**src/rtl/sram_ctrl_pkg.sv**
```systemverilog
`timescale 1ns/1ps
package sram_ctrl_pkg;

  typedef enum logic [2:0] {
    ST_IDLE,
    ST_WSETUP,
    ST_WSTROBE,
    ST_WHOLD,
    ST_RACCESS,
    ST_RCAPTURE,
    ST_RTURN
  } seq_state_t;

  function automatic int max_of5(input int a, input int b, input int c,
                                 input int d, input int e);
    int m;
    m = a;
    if (b > m) m = b;
    if (c > m) m = c;
    if (d > m) m = d;
    if (e > m) m = e;
    return m;
  endfunction

endpackage

```
**src/rtl/sram_phase_timer.sv**
```systemverilog
`timescale 1ns/1ps
module sram_phase_timer #(
  parameter int CNT_W = 4
) (
  input  logic             clk,
  input  logic             rst_n,
  input  logic             load,
  input  logic [CNT_W-1:0] init,
  output logic             expired
);
  logic [CNT_W-1:0] cnt_q;

  always_ff @(posedge clk or negedge rst_n) begin
    if (!rst_n) begin
      cnt_q <= '0;
    end else if (load) begin
      cnt_q <= init;
    end else if (cnt_q != '0) begin
      cnt_q <= cnt_q - 1'b1;
    end
  end

  assign expired = (cnt_q == '0);
endmodule

```
**src/rtl/sram_rd_capture.sv**
```systemverilog
`timescale 1ns/1ps
module sram_rd_capture #(
  parameter int DATA_W = 16,
  parameter int LANES  = DATA_W / 8
) (
  input  logic              clk,
  input  logic              rst_n,
  input  logic              cap_en,
  input  logic              zero_rsp,
  input  logic [LANES-1:0]  lane_en,
  input  logic [DATA_W-1:0] dq_in,
  output logic              rsp_valid,
  output logic [DATA_W-1:0] rsp_rdata
);
  logic [DATA_W-1:0] lane_mask;

  for (genvar g = 0; g < LANES; g++) begin : g_mask
    assign lane_mask[g*8 +: 8] = {8{lane_en[g]}};
  end

  always_ff @(posedge clk or negedge rst_n) begin
    if (!rst_n) begin
      rsp_valid <= 1'b0;
      rsp_rdata <= '0;
    end else begin
      rsp_valid <= cap_en || zero_rsp;
      if (cap_en) begin
        rsp_rdata <= dq_in & lane_mask;
      end else if (zero_rsp) begin
        rsp_rdata <= '0;
      end
    end
  end

  // the read-valid output never lasts two cycles
  assert_rsp_pulse_R5: assert property (@(posedge clk) disable iff (!rst_n)
    rsp_valid |=> !rsp_valid);
endmodule

```
**src/rtl/sram_seq.sv**
```systemverilog
`timescale 1ns/1ps
module sram_seq
  import sram_ctrl_pkg::*;
#(
  parameter int ADDR_W   = 16,
  parameter int DATA_W   = 16,
  parameter int LANES    = DATA_W / 8,
  parameter int T_SETUP  = 1,
  parameter int T_STROBE = 2,
  parameter int T_HOLD   = 1,
  parameter int T_ACCESS = 2,
  parameter int T_TURN   = 1,
  parameter int CNT_W    = 4
) (
  input  logic              clk,
  input  logic              rst_n,
  input  logic              req_valid,
  input  logic              req_write,
  input  logic [ADDR_W-1:0] req_addr,
  input  logic [DATA_W-1:0] req_wdata,
  input  logic [LANES-1:0]  req_be,
  output logic              req_ready,
  output logic              tmr_load,
  output logic [CNT_W-1:0]  tmr_init,
  input  logic              tmr_expired,
  output logic              cap_en,
  output logic              zero_rsp,
  output logic [LANES-1:0]  lane_en,
  output logic              mem_ce_n,
  output logic              mem_we_n,
  output logic              mem_oe_n,
  output logic [LANES-1:0]  mem_bs_n,
  output logic [ADDR_W-1:0] mem_addr,
  output logic [DATA_W-1:0] mem_dq_out,
  output logic              mem_dq_oe
);
  seq_state_t state_q, nxt;
  logic [LANES-1:0] be_q, be_nxt;
  logic accept, nxt_sel;

  assign req_ready = (state_q == ST_IDLE);
  assign accept    = req_valid && req_ready;
  assign be_nxt    = accept ? req_be : be_q;
  assign lane_en   = be_q;

  always_comb begin
    nxt      = state_q;
    tmr_load = 1'b0;
    tmr_init = '0;
    cap_en   = 1'b0;
    zero_rsp = 1'b0;
    case (state_q)
      ST_IDLE: begin
        if (accept) begin
          if (req_be == '0) begin
            if (!req_write) begin
              nxt      = ST_RCAPTURE;
              zero_rsp = 1'b1;
            end
          end else if (req_write) begin
            nxt      = ST_WSETUP;
            tmr_load = 1'b1;
            tmr_init = CNT_W'(T_SETUP - 1);
          end else begin
            nxt      = ST_RACCESS;
            tmr_load = 1'b1;
            tmr_init = CNT_W'(T_ACCESS - 1);
          end
        end
      end
      ST_WSETUP: begin
        if (tmr_expired) begin
          nxt      = ST_WSTROBE;
          tmr_load = 1'b1;
          tmr_init = CNT_W'(T_STROBE - 1);
        end
      end
      ST_WSTROBE: begin
        if (tmr_expired) begin
          nxt      = ST_WHOLD;
          tmr_load = 1'b1;
          tmr_init = CNT_W'(T_HOLD - 1);
        end
      end
      ST_WHOLD: begin
        if (tmr_expired) nxt = ST_IDLE;
      end
      ST_RACCESS: begin
        if (tmr_expired) begin
          nxt    = ST_RCAPTURE;
          cap_en = 1'b1;
        end
      end
      ST_RCAPTURE: begin
        if (be_q == '0) begin
          nxt = ST_IDLE;
        end else begin
          nxt      = ST_RTURN;
          tmr_load = 1'b1;
          tmr_init = CNT_W'(T_TURN - 1);
        end
      end
      ST_RTURN: begin
        if (tmr_expired) nxt = ST_IDLE;
      end
      default: nxt = ST_IDLE;
    endcase
  end

  assign nxt_sel = (nxt == ST_WSETUP) || (nxt == ST_WSTROBE) ||
                   (nxt == ST_WHOLD)  || (nxt == ST_RACCESS);

  // every memory pin is a register loaded from the next state
  always_ff @(posedge clk or negedge rst_n) begin
    if (!rst_n) begin
      state_q    <= ST_IDLE;
      be_q       <= '0;
      mem_ce_n   <= 1'b1;
      mem_we_n   <= 1'b1;
      mem_oe_n   <= 1'b1;
      mem_bs_n   <= '1;
      mem_addr   <= '0;
      mem_dq_out <= '0;
      mem_dq_oe  <= 1'b0;
    end else begin
      state_q   <= nxt;
      be_q      <= be_nxt;
      mem_ce_n  <= !nxt_sel;
      mem_we_n  <= (nxt != ST_WSTROBE);
      mem_oe_n  <= (nxt != ST_RACCESS);
      mem_bs_n  <= nxt_sel ? ~be_nxt : '1;
      mem_dq_oe <= (nxt == ST_WSETUP) || (nxt == ST_WSTROBE) || (nxt == ST_WHOLD);
      if (accept && req_be != '0) begin
        mem_addr <= req_addr;
        if (req_write) mem_dq_out <= req_wdata;
      end
    end
  end

  // checker state: write-strobe length and cycles since output enable rose
  logic [CNT_W:0] we_low_cnt, oe_gap_cnt;
  always_ff @(posedge clk or negedge rst_n) begin
    if (!rst_n) begin
      we_low_cnt <= '0;
      oe_gap_cnt <= (CNT_W+1)'(T_TURN + 1);
    end else begin
      we_low_cnt <= mem_we_n ? '0 : we_low_cnt + 1'b1;
      if (!mem_oe_n) oe_gap_cnt <= '0;
      else if (oe_gap_cnt <= (CNT_W+1)'(T_TURN)) oe_gap_cnt <= oe_gap_cnt + 1'b1;
    end
  end

  assert_ready_idle_R2: assert property (@(posedge clk) disable iff (!rst_n)
    req_ready |-> (mem_ce_n && mem_we_n && mem_oe_n));
  assert_strobe_width_R3: assert property (@(posedge clk) disable iff (!rst_n)
    $rose(mem_we_n) |-> (we_low_cnt == (CNT_W+1)'(T_STROBE)));
  assert_addr_stable_R4: assert property (@(posedge clk) disable iff (!rst_n)
    (!mem_ce_n && $past(!mem_ce_n)) |-> ($stable(mem_addr) && $stable(mem_bs_n)));
  assert_data_stable_R4: assert property (@(posedge clk) disable iff (!rst_n)
    (mem_dq_oe && $past(mem_dq_oe)) |-> $stable(mem_dq_out));
  assert_no_drive_while_oe_R9: assert property (@(posedge clk) disable iff (!rst_n)
    mem_dq_oe |-> mem_oe_n);
  assert_turn_gap_R9: assert property (@(posedge clk) disable iff (!rst_n)
    $rose(mem_dq_oe) |-> (oe_gap_cnt > (CNT_W+1)'(T_TURN)));
  assert_strobe_excl_R10: assert property (@(posedge clk) disable iff (!rst_n)
    !mem_we_n |-> (mem_oe_n && !mem_ce_n));
endmodule

```
**src/rtl/sram_lane_ctrl.sv**
```systemverilog
`timescale 1ns/1ps
module sram_lane_ctrl
  import sram_ctrl_pkg::*;
#(
  parameter int ADDR_W   = 16,
  parameter int DATA_W   = 16,
  parameter int T_SETUP  = 1,
  parameter int T_STROBE = 2,
  parameter int T_HOLD   = 1,
  parameter int T_ACCESS = 2,
  parameter int T_TURN   = 1
) (
  input  logic                clk,
  input  logic                rst_n,
  input  logic                req_valid,
  output logic                req_ready,
  input  logic                req_write,
  input  logic [ADDR_W-1:0]   req_addr,
  input  logic [DATA_W-1:0]   req_wdata,
  input  logic [DATA_W/8-1:0] req_be,
  output logic                rsp_valid,
  output logic [DATA_W-1:0]   rsp_rdata,
  output logic                mem_ce_n,
  output logic                mem_we_n,
  output logic                mem_oe_n,
  output logic [DATA_W/8-1:0] mem_bs_n,
  output logic [ADDR_W-1:0]   mem_addr,
  output logic [DATA_W-1:0]   mem_dq_out,
  input  logic [DATA_W-1:0]   mem_dq_in,
  output logic                mem_dq_oe
);
  localparam int LANES = DATA_W / 8;
  localparam int T_MAX = max_of5(T_SETUP, T_STROBE, T_HOLD, T_ACCESS, T_TURN);
  localparam int CNT_W = $clog2(T_MAX + 2) + 1;

  logic             tmr_load, tmr_expired, cap_en, zero_rsp;
  logic [CNT_W-1:0] tmr_init;
  logic [LANES-1:0] lane_en;

  initial begin
    assert_params_R2: assert (T_SETUP >= 1 && T_STROBE >= 1 && T_HOLD >= 1 &&
                              T_ACCESS >= 1 && T_TURN >= 1 && DATA_W % 8 == 0);
  end

  sram_seq #(
    .ADDR_W(ADDR_W), .DATA_W(DATA_W), .LANES(LANES),
    .T_SETUP(T_SETUP), .T_STROBE(T_STROBE), .T_HOLD(T_HOLD),
    .T_ACCESS(T_ACCESS), .T_TURN(T_TURN), .CNT_W(CNT_W)
  ) u_seq (
    .clk(clk), .rst_n(rst_n),
    .req_valid(req_valid), .req_write(req_write), .req_addr(req_addr),
    .req_wdata(req_wdata), .req_be(req_be), .req_ready(req_ready),
    .tmr_load(tmr_load), .tmr_init(tmr_init), .tmr_expired(tmr_expired),
    .cap_en(cap_en), .zero_rsp(zero_rsp), .lane_en(lane_en),
    .mem_ce_n(mem_ce_n), .mem_we_n(mem_we_n), .mem_oe_n(mem_oe_n),
    .mem_bs_n(mem_bs_n), .mem_addr(mem_addr), .mem_dq_out(mem_dq_out),
    .mem_dq_oe(mem_dq_oe)
  );

  sram_phase_timer #(.CNT_W(CNT_W)) u_timer (
    .clk(clk), .rst_n(rst_n), .load(tmr_load), .init(tmr_init),
    .expired(tmr_expired)
  );

  sram_rd_capture #(.DATA_W(DATA_W), .LANES(LANES)) u_cap (
    .clk(clk), .rst_n(rst_n), .cap_en(cap_en), .zero_rsp(zero_rsp),
    .lane_en(lane_en), .dq_in(mem_dq_in), .rsp_valid(rsp_valid),
    .rsp_rdata(rsp_rdata)
  );
endmodule

```
**config.mk**
```make
export PLATFORM = sky130hd
export DESIGN_NAME = sram_lane_ctrl
export DESIGN_NICKNAME = d
export VERILOG_FILES = /design/src/rtl/sram_ctrl_pkg.sv /design/src/rtl/sram_phase_timer.sv /design/src/rtl/sram_rd_capture.sv /design/src/rtl/sram_seq.sv /design/src/rtl/sram_lane_ctrl.sv
export SDC_FILE = /design/constraint.sdc
export NUM_CORES = 1
export LEC_CHECK = 0
export ABC_AREA = 1
export BUFFER_PORTS_ARGS = -buffer_cell sky130_fd_sc_hd__buf_2
export CAP_MARGIN = 5
export CELL_PAD_IN_SITES_DETAIL_PLACEMENT = 1
export CELL_PAD_IN_SITES_GLOBAL_PLACEMENT = 1
export CORE_MARGIN = 8
export CORE_UTILIZATION = 32
export DETAILED_ROUTE_END_ITERATION = 6
export PLACE_DENSITY_LB_ADDON = 0.1
export RECOVER_POWER = 50
export SLEW_MARGIN = 20
export SYNTH_ARGS = -nofsm -noshare
export SYNTH_HDL_FRONTEND = slang
export SYNTH_HIERARCHICAL = 1
export SYNTH_SLANG_ARGS = --single-unit
```
**constraint.sdc**
```tcl
create_clock -name clk -period 1.6 [get_ports clk]
set_input_delay 0.08 -clock clk [delete_from_list [all_inputs] [get_ports clk]]
set_output_delay 0.08 -clock clk [all_outputs]
set_load 0.005 [all_outputs]
```
==> After elaboration in Yosys (flattened, before gate mapping) <==
Index checks and enable logic that the tools add are counted.
{ "word_totals": {"reg_bits": 63, "inputBits": 54, "output_inout_bits": 56, "word_cells": 76} }
{ "classes": {"add_sub_neg": 1, "n_eq_ne": 12, "mux": 31, "n_bitwise": 2, "n_reduce_logical": 18} }
{ "ops": {"columns": ["op", "count"], "rows": [
  ["3-bit 2-to-1 mux", 13],
  ["16-bit 2-to-1 mux", 2],
  ["3-bit one-hot mux with 6 select lines", 1],
  ["16-bit bitwise AND", 1],
  ["3-bit by 2-bit == test with 1-bit output (second input constant)", 4],
  ["3-bit == test (second input constant)", 4],
  ["1-bit 2-to-1 mux", 11],
  ["3-bit by 1-bit == test with 1-bit output (second input constant)", 2],
  ["3-bit logical NOT", 2],
  ["3-bit one-hot mux with 2 select lines", 1],
  ["2-bit nonzero test", 3],
  ["2-bit logical NOT", 2],
  ["1-bit logical OR", 4],
  ["2-bit 2-to-1 mux", 2],
  ["2-bit OR reduction", 2],
  ["3-bit by 2-bit inequality test with 1-bit output (second input constant)", 1],
  ["3-bit inequality test (second input constant)", 1],
  ["1-bit one-hot mux with 3 select lines", 1],
  ["3-bit nonzero test", 1],
  ["3-bit by 1-bit subtractor with 3-bit output (second input constant)", 1],
  ["1-bit logical AND", 2],
  ["2-bit NOT", 1],
  ["2-bit AND reduction", 1],
  ["1-bit logical NOT", 1]
]} }

==> Longest topological paths before layout <==
Gate-level depths: netlist (run 1).
{ "logic_depth": {"depth_word": 9, "mapped_depth": 13, "ltp_nobuf": 13} }

==> Cells and area by module <==
The synthesis (run 1) kept the hierarchy.
{ "modules_own_cells": {"columns": ["module", "n_inst", "cells_per_inst", "area_each_um2", "seq_area_each_um2"], "rows": [
  ["sram_seq", 1, 179, 1871.8, 1082.3],
  ["sram_rd_capture", 1, 72, 694.4, 425.4],
  ["sram_phase_timer", 1, 32, 207.7, 75.1]
]} }

==> Worst setup path after synthesis (run 1) <==
OpenSTA, ideal clock, no wires.
{ "synth_path": {"path_type": "register -> register", "startpoint": "register u_timer.cnt_q[0]", "endpoint": "register u_cap.rsp_rdata[10]", "setup_ns": 0.116, "arrival_ns": 1.500, "required_time_ns": 1.484, "path_slack_ns": -0.017, "stages_incl_launch_ff": 14, "path_buffers": 2, "synth_period_minus_slack_ns": 1.617, "path_cell_list": "dfrtp_1 > inv_1 > ha_1 > inv_1 > nor2_2 > inv_1 > nor2_1 > nand2_1 > inv_1 > buf_6 > nor2_8 > buf_8 > nand2_1 > nand2_1"} }
{ "synth_via": {"elab_chain_len": 4, "elab_cells_between_ends": 5, "cone_classes": "3 x mux; 2 x reduce/logical"} }
{ "synth_lines": {"columns": ["item", "line", "source"], "rows": [
  ["from (decl)", "sram_phase_timer.sv:11", "logic [CNT_W-1:0] cnt_q;"],
  ["from (signal assigned)", "sram_phase_timer.sv:17", "cnt_q <= init;"],
  ["from (signal assigned)", "sram_phase_timer.sv:19", "cnt_q <= cnt_q - 1'b1;"],
  ["3-bit logical NOT (*)", "sram_phase_timer.sv:23", "assign expired = (cnt_q == '0);"],
  ["via tmr_expired", "sram_lane_ctrl.sv:36", "logic tmr_load, tmr_expired, cap_en, zero_rsp;"],
  ["1-bit 2-to-1 mux (*)", "sram_seq.sv:89", "if (tmr_expired) begin"],
  ["1-bit 2-to-1 mux (*)", "sram_seq.sv:52", "case (state_q)"],
  ["via cap_en", "sram_lane_ctrl.sv:36", null],
  ["16-bit 2-to-1 mux or 2-bit nonzero test (tied branches)", null, null],
  ["to (signal assigned)", "sram_rd_capture.sv:28", "rsp_rdata <= dq_in & lane_mask;"],
  ["to (decl)", "sram_rd_capture.sv:13", "output logic [DATA_W-1:0] rsp_rdata"]
]} }
Mark *: on every way through the listed nets, which the timed path passes. The rest lies on a longest branch.
A chain may end at the register's enable or synchronous reset.

==> Worst setup path in the final report (run 1) <==
{ "layout_path": {"startpoint": "register u_timer.cnt_q[1]", "endpoint": "register u_timer.cnt_q[0]"} }
{ "layout_via": {"elab_chain_len": 4, "elab_cells_between_ends": 8, "cone_classes": "5 x mux; 3 x reduce/logical"} }
{ "layout_lines": {"columns": ["item", "line"], "rows": [
  ["3-bit logical NOT (*)", "sram_phase_timer.sv:23"],
  ["via tmr_expired", "sram_lane_ctrl.sv:36"],
  ["1-bit 2-to-1 mux (*)", "sram_seq.sv:72, sram_seq.sv:79"],
  ["1-bit one-hot mux with 3 select lines (*)", "sram_seq.sv:52"],
  ["via tmr_load", "sram_lane_ctrl.sv:36"],
  ["3-bit 2-to-1 mux or 2-bit nonzero test (tied branches)", null]
]} }
Marked as above.

==> impl_metrics.env, run 1 <==
export IMPL_synth_top_area_share_pct=52.3
export IMPL_grt_overflow=0
export IMPL_period_minus_slack_ns=1.62
export IMPL_path_depth=12
export IMPL_antennaDiodeCount=0
export IMPL_fin_setup_tns_ns=-0.0191
export IMPL_cp_max_fo=8
export IMPL_grt_pass1_wl_mm=13.7
export IMPL_syn_area_per_cell_um2=9.80
export IMPL_period_share_pct=101
export IMPL_core_rowCount=34
export IMPL_grt_util_met2_pct=25.2
export IMPL_finalMaxSlewViolations=0
export IMPL_max_stage_delay_ns=0.40
export IMPL_cp_start_kind="flip-flop"
export IMPL_drtIter0Drc=82
export IMPL_cp_slowest_cell="dfrtp_1"
export IMPL_synth_seq_cells=63
export IMPL_setup_viol_count_final=2
export IMPL_grt_pass1_vias=2788
export IMPL_cts_root_buf="clkbuf_8"
export IMPL_whs_path_depth=3
export IMPL_path_cells="inv_2, ha_4, inv_2, nor2_4, inv_2, nor2_4, nand2_2, nand4_1, nand2_1, o21ai_1, nand2_1, nand2_1"
export IMPL_grt_busiest_layer="met2"
export IMPL_yosys_top_cells_area="dfrtp_1 (52%), nand2_1 (15%), mux2_4 (5.4%), dfstp_2 (4.7%), nand3_1 (3.2%)"
export IMPL_die_y_um=109
export IMPL_synth_area_um2=2770
export IMPL_ys_types=28
export IMPL_power_leakage_nw=2.33
export IMPL_ff2ff_path_depth=12
export IMPL_critPathBufInv=3
export IMPL_async_reset_ff_share_pct=100
export IMPL_yosysMostFrequentCell="nand2_1"
export IMPL_tritoncts="built"
export IMPL_cts_made_buffers=9
export IMPL_routedWlPerCell_um=15.1
export IMPL_cp_arrival_ns=1.90
export IMPL_grt_usage_pct=14.7
export IMPL_clock_fmax_mhz=619
export IMPL_ant_nets=0
export IMPL_nets=519
export IMPL_synth_ff_type="dfrtp_1"
export IMPL_synth_seq_area_share_pct=57.1
export IMPL_maxSlewHeadroom_pct=41.4
export IMPL_io_buffers=109
export IMPL_cp_data_required_time_ns=1.88
export IMPL_initial_core_util_pct=32.4
export IMPL_synth_edff_count=0
export IMPL_antenna_found_initial=0
export IMPL_dr_pass1_iters=4
export IMPL_via_count=2508
export IMPL_gp_congestion=0.727
export IMPL_post_route_util_pct=50.2
export IMPL_hold_violations=0
export IMPL_grt_use_met3_pct=4.20
export IMPL_htreeDepth=3
export IMPL_drcViolationCount=0
export IMPL_crit_family="simple AND/OR/NAND/NOR gates"
export IMPL_vdd_ir_drop_worst_uv=719
export IMPL_grt_max_degree=64
export IMPL_num_io_pins=110
export IMPL_clock_latency_ns=0.34
export IMPL_status="finished with violations"
export IMPL_drive_above_1_share_pct=41.5
export IMPL_path_class="reg -> reg"
export IMPL_yosys_warnings=6
export IMPL_wl_mm=8.67
export IMPL_fp_coreArea_um2=8550
export IMPL_worst_pin_slew_ns=0.880
export IMPL_maxCapViolations=0
export IMPL_violations="negative setup slack"
export IMPL_cts_max_path_buffers=2
export IMPL_setup_ws_ns=-0.0168
export IMPL_endpoint_kind="flip-flop"
export IMPL_synthTopCellsByCount="nand2_1 (113), dfrtp_1 (58), inv_1 (19), nand3_1 (18), nor2_1 (11)"
export IMPL_hpwl_mm=5.83
export IMPL_hold_path_class="in -> reg"
export IMPL_syn_inst=283
export IMPL_die_area_um2=11900
export IMPL_die_w_um=109
export IMPL_vias_per_cell=4.36
export IMPL_area_growth_pct=54.8
export IMPL_rsz0062_at_grt="yes"
export IMPL_clock_sinks=63
export IMPL_synth_top_cell_by_area="dfrtp_1"
export IMPL_p_per_area_nw_per_um2=1690
export IMPL_finClkSkew_ns=0.00688
export IMPL_clkTransAtPathRegs_ns=0.07
export IMPL_use_met1_pct=16.9
[tightest hold or removal path, stage by stage]
cell and delay, ns:
buf_2 0.11, inv_1 0.07, o21ai_0 0.12
[layer usage]
layer | vias up | routed length (um)
met1 | 1208 | 3510
met2 | 63 | 4470
li1 | 1229 | -
met3 | 8 | 593
met5 | - | 0
met4 | 0 | 90
[path summary, 6_finish.rpt]
check	startpoint	to	slack [ns]
setup / recovery	u_timer/cnt_q[1]	u_timer/cnt_q[0]	-0.02
max in group asynchronous	rst_n	u_seq/state_q[2]	0.49
hold / removal	req_be[0]	u_seq/lane_en[0]	0.1
setup reg to reg	u_timer/cnt_q[1]	u_timer/cnt_q[0]	-0.02
hold reg to reg	u_cap/rsp_rdata[9]	u_cap/rsp_rdata[9]	0.47
min in group asynchronous	rst_n	u_cap/rsp_rdata[10]	0.50
[where the power goes]
part	leakage, nW	total [mW]	switching, mW	internal (mW)
combinational	1.46	3.34	1.75	1.58
sequential	0.786	2.71	0.388	2.32
clock	0.0850	1.20	0.613	0.588
[cell usage in the layout (no fill, tap or decap), types with 11 or more instances in the layout]
master,synthesis,final
buf_2,2,98
inv_1,19,12
clkbuf_1,1,12
dlygate4sd3_1,0,49
buf_4,3,14
nand3_1,18,17
dfrtp_1,58,57
inv_2,4,11
nand2_1,113,107
[flip-flops by register name, summed over array words and instances (netlist names)]
| signal | count |
|---|---|
| u_cap/rsp_rdata | 16 |
| u_cap/rsp_valid | 1 |
| u_seq/lane_en | 2 |
| u_seq/mem_addr | 16 |
| u_seq/mem_bs_n | 2 |
| u_seq/mem_ce_n | 1 |
| u_seq/mem_dq_oe | 1 |
| u_seq/mem_dq_out | 16 |
| u_seq/mem_oe_n | 1 |
| u_seq/mem_we_n | 1 |
| u_seq/state_q | 3 |
| u_timer/cnt_q | 3 |
[stage by stage]
| stage | area (um^2) | cells | total power, mW | hold WS, ns | setup WS [ns] |
|---|---|---|---|---|---|
| after floorplan | 2790 | 284 | 4.37 | -0.216 | 0.0112 |
| after global placement | 3530 | 505 | 5.59 | 0.128 | -0.0416 |
| after detailed placement | 3530 | 505 | 5.69 | 0.122 | -0.125 |
| after CTS | 4250 | 572 | 7.21 | 0.0889 | -0.0208 |
| after global routing | 4290 | 575 | 7.84 | 0.144 | -0.139 |
| final | 4290 | 575 | 7.25 | 0.0996 | -0.0168 |
[kinds of logic (layout without fill, tap and decap cells)]
kind of cell / after synthesis / after routing / share of synthesized area, %
AND/OR/NAND/NOR: 159 / 159 / 25.9
flip-flops: 63 / 63 / 57.1
other: 1 / 2 / 0.135
multiplexers: 16 / 16 / 7.85
adder cells (fa/ha/maj): 2 / 2 / 0.902
AO/OA/AOI/OAI: 8 / 8 / 1.44
buffers and inverters: 34 / 217 / 6.72
[layout make-up]
cell class                      count  area [um^2]
Fill cell                        1023         4260
Tap cell                          108          135
Sequential cell                    63         1580
Inverter                           24         97.6
Clock inverter                      4         22.5
Multi-Input combinational cell    187         1090
Clock buffer                       11          141
Timing Repair Buffer              178         1230
[timing repair]
action,in CTS,in global routing
gates cloned,0,0
resized for setup,14,14
endpoints found under the hold margin,106,0
hold buffers,49,0
buffers inserted,3,3
pin swaps,8,5
setup endpoints to repair,25,42
Note: power is estimated with default switching activity, not from simulation.
==> run 2: changes to the inputs <==
--- a/config.mk
+++ b/config.mk
@@ -5,13 +5,12 @@
 export SDC_FILE = /design/constraint.sdc
 export NUM_CORES = 1
 export LEC_CHECK = 0
-export ABC_AREA = 1
 export BUFFER_PORTS_ARGS = -buffer_cell sky130_fd_sc_hd__buf_2
 export CAP_MARGIN = 5
 export CELL_PAD_IN_SITES_DETAIL_PLACEMENT = 1
 export CELL_PAD_IN_SITES_GLOBAL_PLACEMENT = 1
 export CORE_MARGIN = 8
-export CORE_UTILIZATION = 32
+export CORE_UTILIZATION = 33
 export DETAILED_ROUTE_END_ITERATION = 6
 export PLACE_DENSITY_LB_ADDON = 0.1
 export RECOVER_POWER = 50
==> run 2 against run 1 <==
The run still ends with negative setup slack left. Wire length down 0.18%. Non-clock buffer count up 17. Area after synthesis down 2.7%. Hold slack worse by 0.032 ns. Sequential share of layout area down 1.4 points. Clock power up 3%. Flip-flop and latch count unchanged. Register-to-register slack worse by 0.25 ns. Clock-buffer cell count unchanged. Total power down 5.6%. Combinational power down 10%. Cell count down 7.0%. Largest cell class unchanged.
==> impl_metrics.env, run 2 <==
export IMPL_status="finished with violations"
export IMPL_violations="negative setup slack"
export IMPL_power_leakage_nw=2.28
export IMPL_cp_arrival_ns=2.12
export IMPL_synth_seq_area_share_pct=58.6
export IMPL_via_count=2460
export IMPL_hpwl_mm=5.41
export IMPL_ff2ff_path_depth=6
export IMPL_worst_pin_slew_ns=0.859
export IMPL_nets=481
export IMPL_fp_coreArea_um2=8090
export IMPL_rsz0062_at_grt="yes"
export IMPL_synth_area_um2=2700
export IMPL_die_y_um=106
export IMPL_antenna_found_initial=0
export IMPL_drtIter0Drc=51
export IMPL_drive_above_1_share_pct=52.1
export IMPL_regToRegStartpoint="u_seq/state_q[0]"
export IMPL_cts_made_buffers=9
export IMPL_post_place_ws_ns=-0.332
export IMPL_synth_top_area_share_pct=53.8
export IMPL_post_route_util_pct=55.1
export IMPL_area_growth_pct=65.3
export IMPL_maxSlewHeadroom_pct=42.7
export IMPL_ant_nets=0
export IMPL_clkTransAtPathRegs_ns=0.07
export IMPL_antennaDiodeCount=0
export IMPL_period_share_pct=117
export IMPL_period_minus_slack_ns=1.87
export IMPL_vdd_ir_drop_worst_uv=585
export IMPL_yosys_warnings=6
export IMPL_hold_violations=0
export IMPL_path_depth=6
export IMPL_syn_area_per_cell_um2=11.7
export IMPL_drcViolationCount=0
export IMPL_ys_types=48
export IMPL_vias_per_cell=4.60
export IMPL_path_cells="or4b_4, or2_4, a2bb2oi_2, nor3_2, inv_1, a221oi_2"
export IMPL_maxCapViolations=0
export IMPL_grt_pass1_wl_mm=14.3
export IMPL_grt_overflow=0
export IMPL_die_area_um2=11300
export IMPL_htreeDepth=3
export IMPL_synth_top_cell_by_area="dfrtp_1"
export IMPL_dr_pass1_iters=4
export IMPL_hold_path_class="in -> reg"
export IMPL_setup_viol_count_final=55
export IMPL_r2r_slack_ns=-0.27
export IMPL_setup_ws_ns=-0.267
export IMPL_min_to="u_seq/lane_en[0]"
export IMPL_synth_seq_cells=63
export IMPL_routedWlPerCell_um=16.2
export IMPL_tritoncts="built"
export IMPL_finClkSkew_ns=0.0109
export IMPL_critPathBufInv=1
export IMPL_finalMaxSlewViolations=0
export IMPL_r2r_end="u_timer/cnt_q[0]"
export IMPL_cp_max_fo=3
export IMPL_synth_edff_count=0
export IMPL_final_cell_mix="buf_2 (109), dfrtp_1 (58), dlygate4sd3_1 (49), nand2_1 (48), buf_4 (31)"
export IMPL_initial_core_util_pct=33.4
export IMPL_async_reset_ff_share_pct=100
export IMPL_yosys_top_cells_area="dfrtp_1 (54%), nand2_1 (7.6%), mux2_4 (5.6%), dfstp_2 (4.9%), a22o_1 (3.6%)"
export IMPL_synth_ff_type="dfrtp_1"
export IMPL_grt_pass1_vias=2738
export IMPL_num_io_pins=110
export IMPL_whs_path_depth=2
export IMPL_synthTopCellsByCount="dfrtp_1 (58), nand2_1 (55), a22o_1 (11), mux2_4 (10), mux2_2 (8)"
export IMPL_io_buffers=109
export IMPL_crit_family="simple AND/OR/NAND/NOR gates"
export IMPL_dpl_cell_area_um2=3510
export IMPL_clock_fmax_mhz=536
export IMPL_cp_slowest_cell="or4b_4"
export IMPL_hp_start="req_be[0]"
export IMPL_grt_max_degree=64
export IMPL_grt_usage_pct=15.9
export IMPL_fin_hold_ws_ns=0.0672
export IMPL_yosysMostFrequentCell="dfrtp_1"
export IMPL_path_class="reg -> reg"
export IMPL_die_w_um=106
export IMPL_cts_max_path_buffers=2
export IMPL_cp_data_required_time_ns=1.85
export IMPL_cts_root_buf="clkbuf_8"
export IMPL_p_per_area_nw_per_um2=1530
export IMPL_endpoint_kind="flip-flop"
export IMPL_max_stage_delay_ns=0.54
export IMPL_gp_congestion=0.731
export IMPL_cp_start_kind="flip-flop"
export IMPL_fin_setup_tns_ns=-10.46
export IMPL_biggestRegsByFlops="u_cap/rsp_rdata x16, u_seq/mem_addr x16, u_seq/mem_dq_out x16"
export IMPL_clock_sinks=63
export IMPL_final_area_um2=4460
export IMPL_wl_mm=8.65
export IMPL_syn_inst=230
export IMPL_core_rowCount=33
export IMPL_clock_latency_ns=0.34
export IMPL_final_common_cell="buf_2"
==> run 2: where the power goes <==
part | switching (mW) | total (mW) | internal [mW]
registers | 0.326 | 2.62 | 2.29
logic | 1.33 | 2.99 | 1.66
clock network | 0.634 | 1.24 | 0.602
==> run 2: cells by family after synthesis <==
| family | after synthesis | synth area share, % |
|---|---|---|
| AOI/OAI and AO/OA | 33 | 9.87 |
| xor gates and xnor gates | 2 | 0.649 |
| adders and majority gates | 3 | 1.30 |
| buffers and inverters | 22 | 4.40 |
| DFF | 63 | 58.6 |
| muxes | 19 | 9.27 |
| other | 1 | 0.139 |
| and+or+nand+nor | 87 | 15.8 |
==> run 2: per-layer routing <==
layer	global-route usage, %	up-vias	routed length [um]
met4	4.82	0	96
met1	18.8	1202	3630
met5	0	-	0
li1	-	1172	-
met3	5.69	12	644
met2	26.5	74	4280
==> run 2: layout make-up <==
type / count / area [um^2]
clock inverters: 5 / 33.8
well taps: 105 / 131
inverters: 7 / 31.3
flip-flops and latches: 63 / 1580
clock buffers: 11 / 141
fillers: 902 / 3630
multi-input cells: 149 / 1180
repair buffers: 195 / 1360
==> run 2: how the worst max path moves through the flow <==
stage,start,endpoint
after floorplan,u_seq/state_q[0],u_timer/cnt_q[0]
after global placement,u_seq/state_q[1],u_cap/rsp_rdata[15]
after detailed placement,u_timer/cnt_q[0],u_timer/cnt_q[0]
after CTS,u_seq/state_q[0],u_timer/cnt_q[0]
after global routing,u_seq/state_q[0],u_timer/cnt_q[0]
final,u_seq/state_q[0],u_timer/cnt_q[0]
==> run 2: per-stage QoR <==
stage / power (mW) / instances
final: 6.84 / 535
after global routing: 7.35 / 535
after CTS: 6.86 / 532
after detailed placement: 5.16 / 453
after global placement: 5.09 / 453
after floorplan: 3.95 / 231
==> run 2: repair_timing <==
item | in CTS | in global routing
pin swaps | 9 | 1
setup buffers | 12 | 2
hold buffers | 49 | 0
gates cloned | 2 | 2
endpoints found under the hold margin | 106 | 0
resized for setup | 31 | 9
setup endpoints to repair | 58 | 56
